File: config.mk
export PLATFORM = sky130hd
export DESIGN_NAME = trig_match_seq
export DESIGN_NICKNAME = d
export VERILOG_FILES = /design/src/rtl/trig_pkg.sv /design/src/rtl/trig_match_unit.sv /design/src/rtl/trig_seq_ctrl.sv /design/src/rtl/trig_match_seq.sv
export SDC_FILE = /design/constraint.sdc
export NUM_CORES = 1
export LEC_CHECK = 0
export ABC_AREA = 1
export BUFFER_PORTS_ARGS = -buffer_cell sky130_fd_sc_hd__buf_2
export CAP_MARGIN = 20
export CORE_ASPECT_RATIO = 0.5
export CORE_MARGIN = 2
export CORE_UTILIZATION = 55
export DETAILED_ROUTE_END_ITERATION = 10
export GPL_TIMING_DRIVEN = 0
export PLACE_DENSITY = 0.89
export REMOVE_ABC_BUFFERS = 1
export SLEW_MARGIN = 20
export SYNTH_ARGS = -nofsm -noshare
export SYNTH_HDL_FRONTEND = slang
export SYNTH_SLANG_ARGS = --single-unit
export TNS_END_PERCENT = 5
File: constraint.sdc
create_clock -name clk -period 0.8 [get_ports clk]
set_input_delay 0.12 -clock clk [delete_from_list [all_inputs] [get_ports clk]]
set_output_delay 0.12 -clock clk [all_outputs]
set_load 0.02 [all_outputs]
File: src/rtl/trig_pkg.sv
package trig_pkg;

  // Per-bit condition codes; 6 and 7 behave as don't-care.
  localparam logic [2:0] BC_LOW  = 3'd0;
  localparam logic [2:0] BC_HIGH = 3'd1;
  localparam logic [2:0] BC_ANY  = 3'd2;
  localparam logic [2:0] BC_RISE = 3'd3;
  localparam logic [2:0] BC_FALL = 3'd4;
  localparam logic [2:0] BC_EDGE = 3'd5;

  // Unit compare modes; nonzero modes exist only in full-compare builds.
  localparam logic [3:0] CM_BITS = 4'd0;
  localparam logic [3:0] CM_EQ   = 4'd1;
  localparam logic [3:0] CM_NE   = 4'd2;
  localparam logic [3:0] CM_GT   = 4'd3;
  localparam logic [3:0] CM_LT   = 4'd4;
  localparam logic [3:0] CM_GE   = 4'd5;
  localparam logic [3:0] CM_LE   = 4'd6;
  localparam logic [3:0] CM_IN   = 4'd7;
  localparam logic [3:0] CM_OUT  = 4'd8;

  typedef enum logic [1:0] {
    SQ_IDLE   = 2'd0,
    SQ_WAIT_A = 2'd1,
    SQ_WAIT_B = 2'd2
  } seq_state_e;

endpackage

File: src/rtl/trig_match_unit.sv
module trig_match_unit
  import trig_pkg::*;
#(
  parameter int W        = 8,
  parameter int FULL_CMP = 1
) (
  input  logic            clk,
  input  logic            rst_n,
  input  logic [W-1:0]    mon_i,
  input  logic [3*W-1:0]  code_i,
  input  logic [3:0]      mode_i,
  input  logic [W-1:0]    lo_i,
  input  logic [W-1:0]    hi_i,
  output logic            hit_o
);

  logic [W-1:0] prev_q;
  logic [W-1:0] bit_ok;
  logic         num_hit;

  // Edge history: one-clock delayed copy of the vector.
  always_ff @(posedge clk or negedge rst_n) begin
    if (!rst_n) prev_q <= '0;
    else        prev_q <= mon_i;
  end

  for (genvar i = 0; i < W; i++) begin : g_bit
    logic [2:0] c;
    logic       cur;
    logic       old;
    assign c   = code_i[3*i +: 3];
    assign cur = mon_i[i];
    assign old = prev_q[i];
    assign bit_ok[i] = (c == BC_LOW)  ? ~cur :
                       (c == BC_HIGH) ?  cur :
                       (c == BC_RISE) ? (~old &  cur) :
                       (c == BC_FALL) ? ( old & ~cur) :
                       (c == BC_EDGE) ? ( old ^  cur) : 1'b1;
  end

  always_comb begin
    unique case (mode_i)
      CM_EQ:   num_hit = (mon_i == lo_i);
      CM_NE:   num_hit = (mon_i != lo_i);
      CM_GT:   num_hit = (mon_i >  lo_i);
      CM_LT:   num_hit = (mon_i <  lo_i);
      CM_GE:   num_hit = (mon_i >= lo_i);
      CM_LE:   num_hit = (mon_i <= lo_i);
      CM_IN:   num_hit = (mon_i >= lo_i) && (mon_i <= hi_i);
      CM_OUT:  num_hit = (mon_i <  lo_i) || (mon_i >  hi_i);
      default: num_hit = 1'b0;
    endcase
  end

  // Basic-only builds ignore the mode; the numeric path is then pruned.
  assign hit_o = ((FULL_CMP != 0) && (mode_i != CM_BITS)) ? num_hit : (&bit_ok);

endmodule

File: src/rtl/trig_seq_ctrl.sv
module trig_seq_ctrl
  import trig_pkg::*;
#(
  parameter int NUM_UNITS = 2,
  parameter int CNT_W     = 3,
  parameter int ENABLE    = 1,
  localparam int TW       = (CNT_W > 0) ? CNT_W : 1
) (
  input  logic          clk,
  input  logic          rst_n,
  input  logic          arm_i,
  input  logic          hit_a_i,
  input  logic          hit_b_i,
  input  logic [TW-1:0] target_i,
  output logic          trig_o,
  output seq_state_e    state_o
);

  localparam logic [TW:0] ONE_X = (TW+1)'(1);

  seq_state_e  st_q, st_d;
  logic [TW-1:0] cnt_q, cnt_d;
  logic        cnt_en;
  logic        trig_q;
  logic        evt;
  logic        fire;
  logic        reached;
  logic [TW-1:0] tgt_eff;

  assign tgt_eff = (target_i == '0) ? TW'(1) : target_i;
  assign reached = (CNT_W == 0) || (({1'b0, cnt_q} + ONE_X) >= {1'b0, tgt_eff});

  // Next-state logic
  always_comb begin
    st_d   = st_q;
    cnt_d  = cnt_q;
    cnt_en = 1'b0;
    evt    = 1'b0;
    fire   = 1'b0;
    unique case (st_q)
      SQ_IDLE: begin
        if (arm_i && (ENABLE != 0)) st_d = SQ_WAIT_A;
      end
      SQ_WAIT_A: begin
        if (hit_a_i) begin
          if (NUM_UNITS > 1) st_d = SQ_WAIT_B;
          else               evt  = 1'b1;
        end
      end
      SQ_WAIT_B: begin
        if (hit_b_i) evt = 1'b1;
      end
      default: st_d = SQ_IDLE;
    endcase
    if (evt) begin
      cnt_en = 1'b1;
      if (reached) begin
        fire  = 1'b1;
        cnt_d = '0;
        st_d  = SQ_IDLE;
      end else begin
        cnt_d = cnt_q + TW'(1);
        st_d  = SQ_WAIT_A;
      end
    end
  end

  // Registers
  always_ff @(posedge clk or negedge rst_n) begin
    if (!rst_n) begin
      st_q   <= SQ_IDLE;
      cnt_q  <= '0;
      trig_q <= 1'b0;
    end else begin
      st_q   <= st_d;
      trig_q <= fire;
      if (cnt_en) cnt_q <= cnt_d;
    end
  end

  assign trig_o  = trig_q;
  assign state_o = st_q;

endmodule

File: src/rtl/trig_match_seq.sv
module trig_match_seq
  import trig_pkg::*;
#(
  parameter int W         = 8,
  parameter int NUM_UNITS = 2,
  parameter int FULL_CMP  = 1,
  parameter int CNT_W     = 3,
  parameter int ENABLE    = 1
) (
  input  logic                               clk,
  input  logic                               rst_n,
  input  logic                               arm_i,
  input  logic [W-1:0]                       mon_i,
  input  logic [3*W-1:0]                     code_a_i,
  input  logic [3:0]                         mode_a_i,
  input  logic [W-1:0]                       lo_a_i,
  input  logic [W-1:0]                       hi_a_i,
  input  logic [3*W-1:0]                     code_b_i,
  input  logic [3:0]                         mode_b_i,
  input  logic [W-1:0]                       lo_b_i,
  input  logic [W-1:0]                       hi_b_i,
  input  logic [((CNT_W > 0) ? CNT_W : 1)-1:0] target_i,
  output logic                               trig_o
);

  logic [1:0] rst_sync_q;
  logic       rst_int_n;
  logic       hit_a;
  logic       hit_b;
  seq_state_e seq_state;

  // Asynchronous assert, synchronous release.
  always_ff @(posedge clk or negedge rst_n) begin
    if (!rst_n) rst_sync_q <= 2'b00;
    else        rst_sync_q <= {rst_sync_q[0], 1'b1};
  end
  assign rst_int_n = rst_sync_q[1];

  trig_match_unit #(.W(W), .FULL_CMP(FULL_CMP)) u_unit_a (
    .clk    (clk),
    .rst_n  (rst_int_n),
    .mon_i  (mon_i),
    .code_i (code_a_i),
    .mode_i (mode_a_i),
    .lo_i   (lo_a_i),
    .hi_i   (hi_a_i),
    .hit_o  (hit_a)
  );

  trig_match_unit #(.W(W), .FULL_CMP(FULL_CMP)) u_unit_b (
    .clk    (clk),
    .rst_n  (rst_int_n),
    .mon_i  (mon_i),
    .code_i (code_b_i),
    .mode_i (mode_b_i),
    .lo_i   (lo_b_i),
    .hi_i   (hi_b_i),
    .hit_o  (hit_b)
  );

  trig_seq_ctrl #(.NUM_UNITS(NUM_UNITS), .CNT_W(CNT_W), .ENABLE(ENABLE)) u_ctrl (
    .clk      (clk),
    .rst_n    (rst_int_n),
    .arm_i    (arm_i),
    .hit_a_i  (hit_a),
    .hit_b_i  (hit_b),
    .target_i (target_i),
    .trig_o   (trig_o),
    .state_o  (seq_state)
  );

endmodule

==> impl_metrics.tcl <==
set metrics [dict create \
    worst_slack_ns -0.995 \
    finalClockSkew_ns 0.00443 \
    finish.utilization 0.731 \
    rsz0062_at_grt "true" \
    min_period_over_period 2.24 \
    p_leak_nw 2.08 \
    hpwlAfterDp_um 5990 \
    first_iter_violations 128 \
    final_hold_viol_count 0 \
    end_kind "flip-flop" \
    grt_pass1_wl_um 12000 \
    insertion_delay_ns 0.25 \
    period_needed_ns 1.80 \
    num_io_pins 103 \
    antenna_found_initial 0 \
    grt_pass1_vias 2931 \
    port_buffers 102 \
    finalInstanceArea_um2 3590 \
    synth_seq_cells 16 \
    gp_congestion 0.891 \
    fillers 428 \
    cp-start-kind "flip-flop" \
    synth-seq-area-share 0.143 \
    numClockSinks 16 \
    cts_tree "built" \
    fmax_ghz 0.557 \
    clockBufferDepth 2 \
    dieArea_um2 5710 \
    arrival_ns 1.98 \
    path_class "reg -> reg" \
    powerDensity_nw_per_um2 1120 \
    min_path_type "in -> reg" \
    p_total_w 0.00402 \
    ant_nets 0 \
    maxSlewHeadroom 0.629 \
    area_growth_pct 28.2 \
    cts_made_buffers 3 \
    synthDistinctLibCells 28 \
    tightest_slew_ns 0.556 \
    syn_inst 446 \
    clk_pin_slew_worst_paths_ns 0.06 \
    setup_viol 7 \
    syn_area_per_cell_um2 6.27 \
    violations "setup timing" \
    ys_warn_count 0 \
    multi_input_area_um2 2170 \
    routed_wl_um 7200 \
    vias 3232 \
    coreArea_um2 4910 \
    syn_area_um2 2800 \
    viasPerCell 5.15 \
    status "complete, but fails checks" \
    track_usage 0.256 \
    start_util 0.570 \
    drv_cap 0 \
    irDropWorstVdd_v 0.000862 \
    overflow 0 \
    slew_violations 0 \
    diodes 0 \
    seq_area_um2 400 \
    root_buffer "clkbuf_8" \
    drc 0 \
    wire_per_inst_um 11.5 \
    dieWidth_um 105 \
    cts.htree.levels 1 \
    stdcell_count 628 \
    grt_start_max_net_pins 15 \
    firstDrtPassIters 5 \
    pre_cts_ws_ns -1.17 \
    cp_max_fo 2 \
    required_ns 0.98 \
    layout.nets 713 \
    dpl_cell_area_um2 3400 \
    num_rows 18 \
    die_height_um 54.4 \
    dp.cells 618 \
    drive_above_1_share 0.253 \
]
==> final timing paths <==
kind,start,endpoint,cells after the start,slack [ns]
max reg2reg,u_unit_a.prev_q[0],u_ctrl.state_o[0],13,-1.0
min in group asynchronous,rst_n,rst_sync_q[0],2,0.19
min reg2reg,rst_sync_q[1],u_ctrl.cnt_q[1],0,0.23
max in group asynchronous,rst_sync_q[1],u_ctrl.state_o[1],0,0.20
max,u_unit_a.prev_q[0],u_ctrl.state_o[0],13,-1.0
min,mon_i[0],u_unit_a.prev_q[0],1,0.05
==> state kept, by name, indices dropped and copies added, names as in the netlist <==
signal           count
u_ctrl.trig_o        1
u_ctrl.state_o       2
u_ctrl.cnt_q         3
u_unit_a.prev_q      8
rst_sync_q           2
==> layout by cell type, fill, tap and decap left out, drive strengths merged <==
cell type	count
o211ai	14
dfrtp	16
o2111ai	1
dlygate4sd3	1
o21ai	19
or2	4
nand3	35
a21o	2
nand4	8
nor2	51
xor2	1
a21oi	25
buf	107
conb	1
o21bai	2
o21a	3
inv	81
clkinvlp	1
clkbuf	4
nand2	112
nand3b	15
nor3	3
ha	52
==> final cells by class <==
| type | instances | area share |
|---|---|---|
| Multi-Input combinational cell | 348 | 0.606 |
| Timing Repair Buffer | 108 | 0.156 |
| Sequential cell | 16 | 0.112 |
| Inverter | 82 | 0.0869 |
| Tap cell | 70 | 0.0244 |
| Clock buffer | 4 | 0.0153 |
==> metal layers <==
layer | track usage | wire (um)
met1 | 0.320 | 3290
met2 | 0.491 | 3440
met3 | 0.0286 | 412
met4 | 0.0600 | 70
met5 | 0 | 0
==> through the flow <==
| step | TNS (ns) | hold WS [ns] |
|---|---|---|
| final | -5.66 | 0.0525 |
| after global routing | -6.43 | 0.0483 |
| after CTS | -5.21 | 0.0525 |
| after detailed placement | -6.64 | -0.0881 |
| after global placement | -6.45 | -0.0928 |
| after floorplan | -4.36 | -0.176 |
==> power by group <==
part / internal [W] / switching (W)
Clock: 0.000436 / 0.000266
Sequential: 0.000950 / 0.000120
Combinational: 0.000945 / 0.00130
Total: 0.00233 / 0.00168
==> logic make-up after synthesis <==
| group | count (synthesis) | share of synthesized area |
|---|---|---|
| xor gates and xnor gates | 1 | 0.00313 |
| AOI/OAI and AO/OA | 66 | 0.140 |
| other | 1 | 0.00134 |
| adders and majority gates | 52 | 0.233 |
| DFF | 16 | 0.143 |
| buffers and inverters | 82 | 0.110 |
| and+or+nand+nor | 228 | 0.370 |
==> worst max-delay path: stages, from the launching register on <==
cell	delay [ns]
dfrtp_1	0.41
inv_1	0.07
ha_1	0.16
nor2_1	0.04
nand3_1	0.08
o21a_1	0.14
nand4_1	0.12
nor2_2	0.13
nand3_2	0.12
nand4_1	0.15
nand2_2	0.07
nor2_1	0.10
nand2_1	0.07
nand2_1	0.06
==> synthesized netlist by cell type <==
| library cell | number | area share |
|---|---|---|
| nand2_1 | 109 | 0.15 |
| inv_1 | 82 | 0.11 |
| ha_1 | 52 | 0.23 |
| nor2_1 | 47 | 0.063 |
| nand3_1 | 32 | 0.057 |
| a21oi_1 | 24 | 0.043 |
| o21ai_0 | 17 | 0.030 |
| dfrtp_1 | 16 | 0.14 |
| nand3b_1 | 15 | 0.040 |
| o211ai_1 | 14 | 0.038 |
| nand4_1 | 7 | 0.016 |
| nand2_2 | 3 | 0.0067 |
| nand3_2 | 3 | 0.011 |
| nor2_2 | 3 | 0.0067 |
| nor3_1 | 3 | 0.0054 |
| o21a_1 | 3 | 0.0080 |
| a21o_1 | 2 | 0.0054 |
| o21ai_1 | 2 | 0.0036 |
| o21bai_1 | 2 | 0.0054 |
| or2_1 | 2 | 0.0045 |
| a21oi_2 | 1 | 0.0031 |
| conb_1 | 1 | 0.0013 |
| nand4_2 | 1 | 0.0045 |
| nor2_4 | 1 | 0.0040 |
| o2111ai_1 | 1 | 0.0031 |
| or2_2 | 1 | 0.0022 |
| or2_4 | 1 | 0.0031 |
| xor2_1 | 1 | 0.0031 |
==> repair_timing <==
action / in CTS / in global routing
hold buffers: 1 / 0
setup buffers: 3 / 2
endpoints found under the hold margin: 2 / 0
setup endpoints to repair: 7 / 7
resized for setup: 9 / 9
cloned: 0 / 0
pin swaps: 14 / 6
Note: power is estimated with default switching activity, not from simulation.
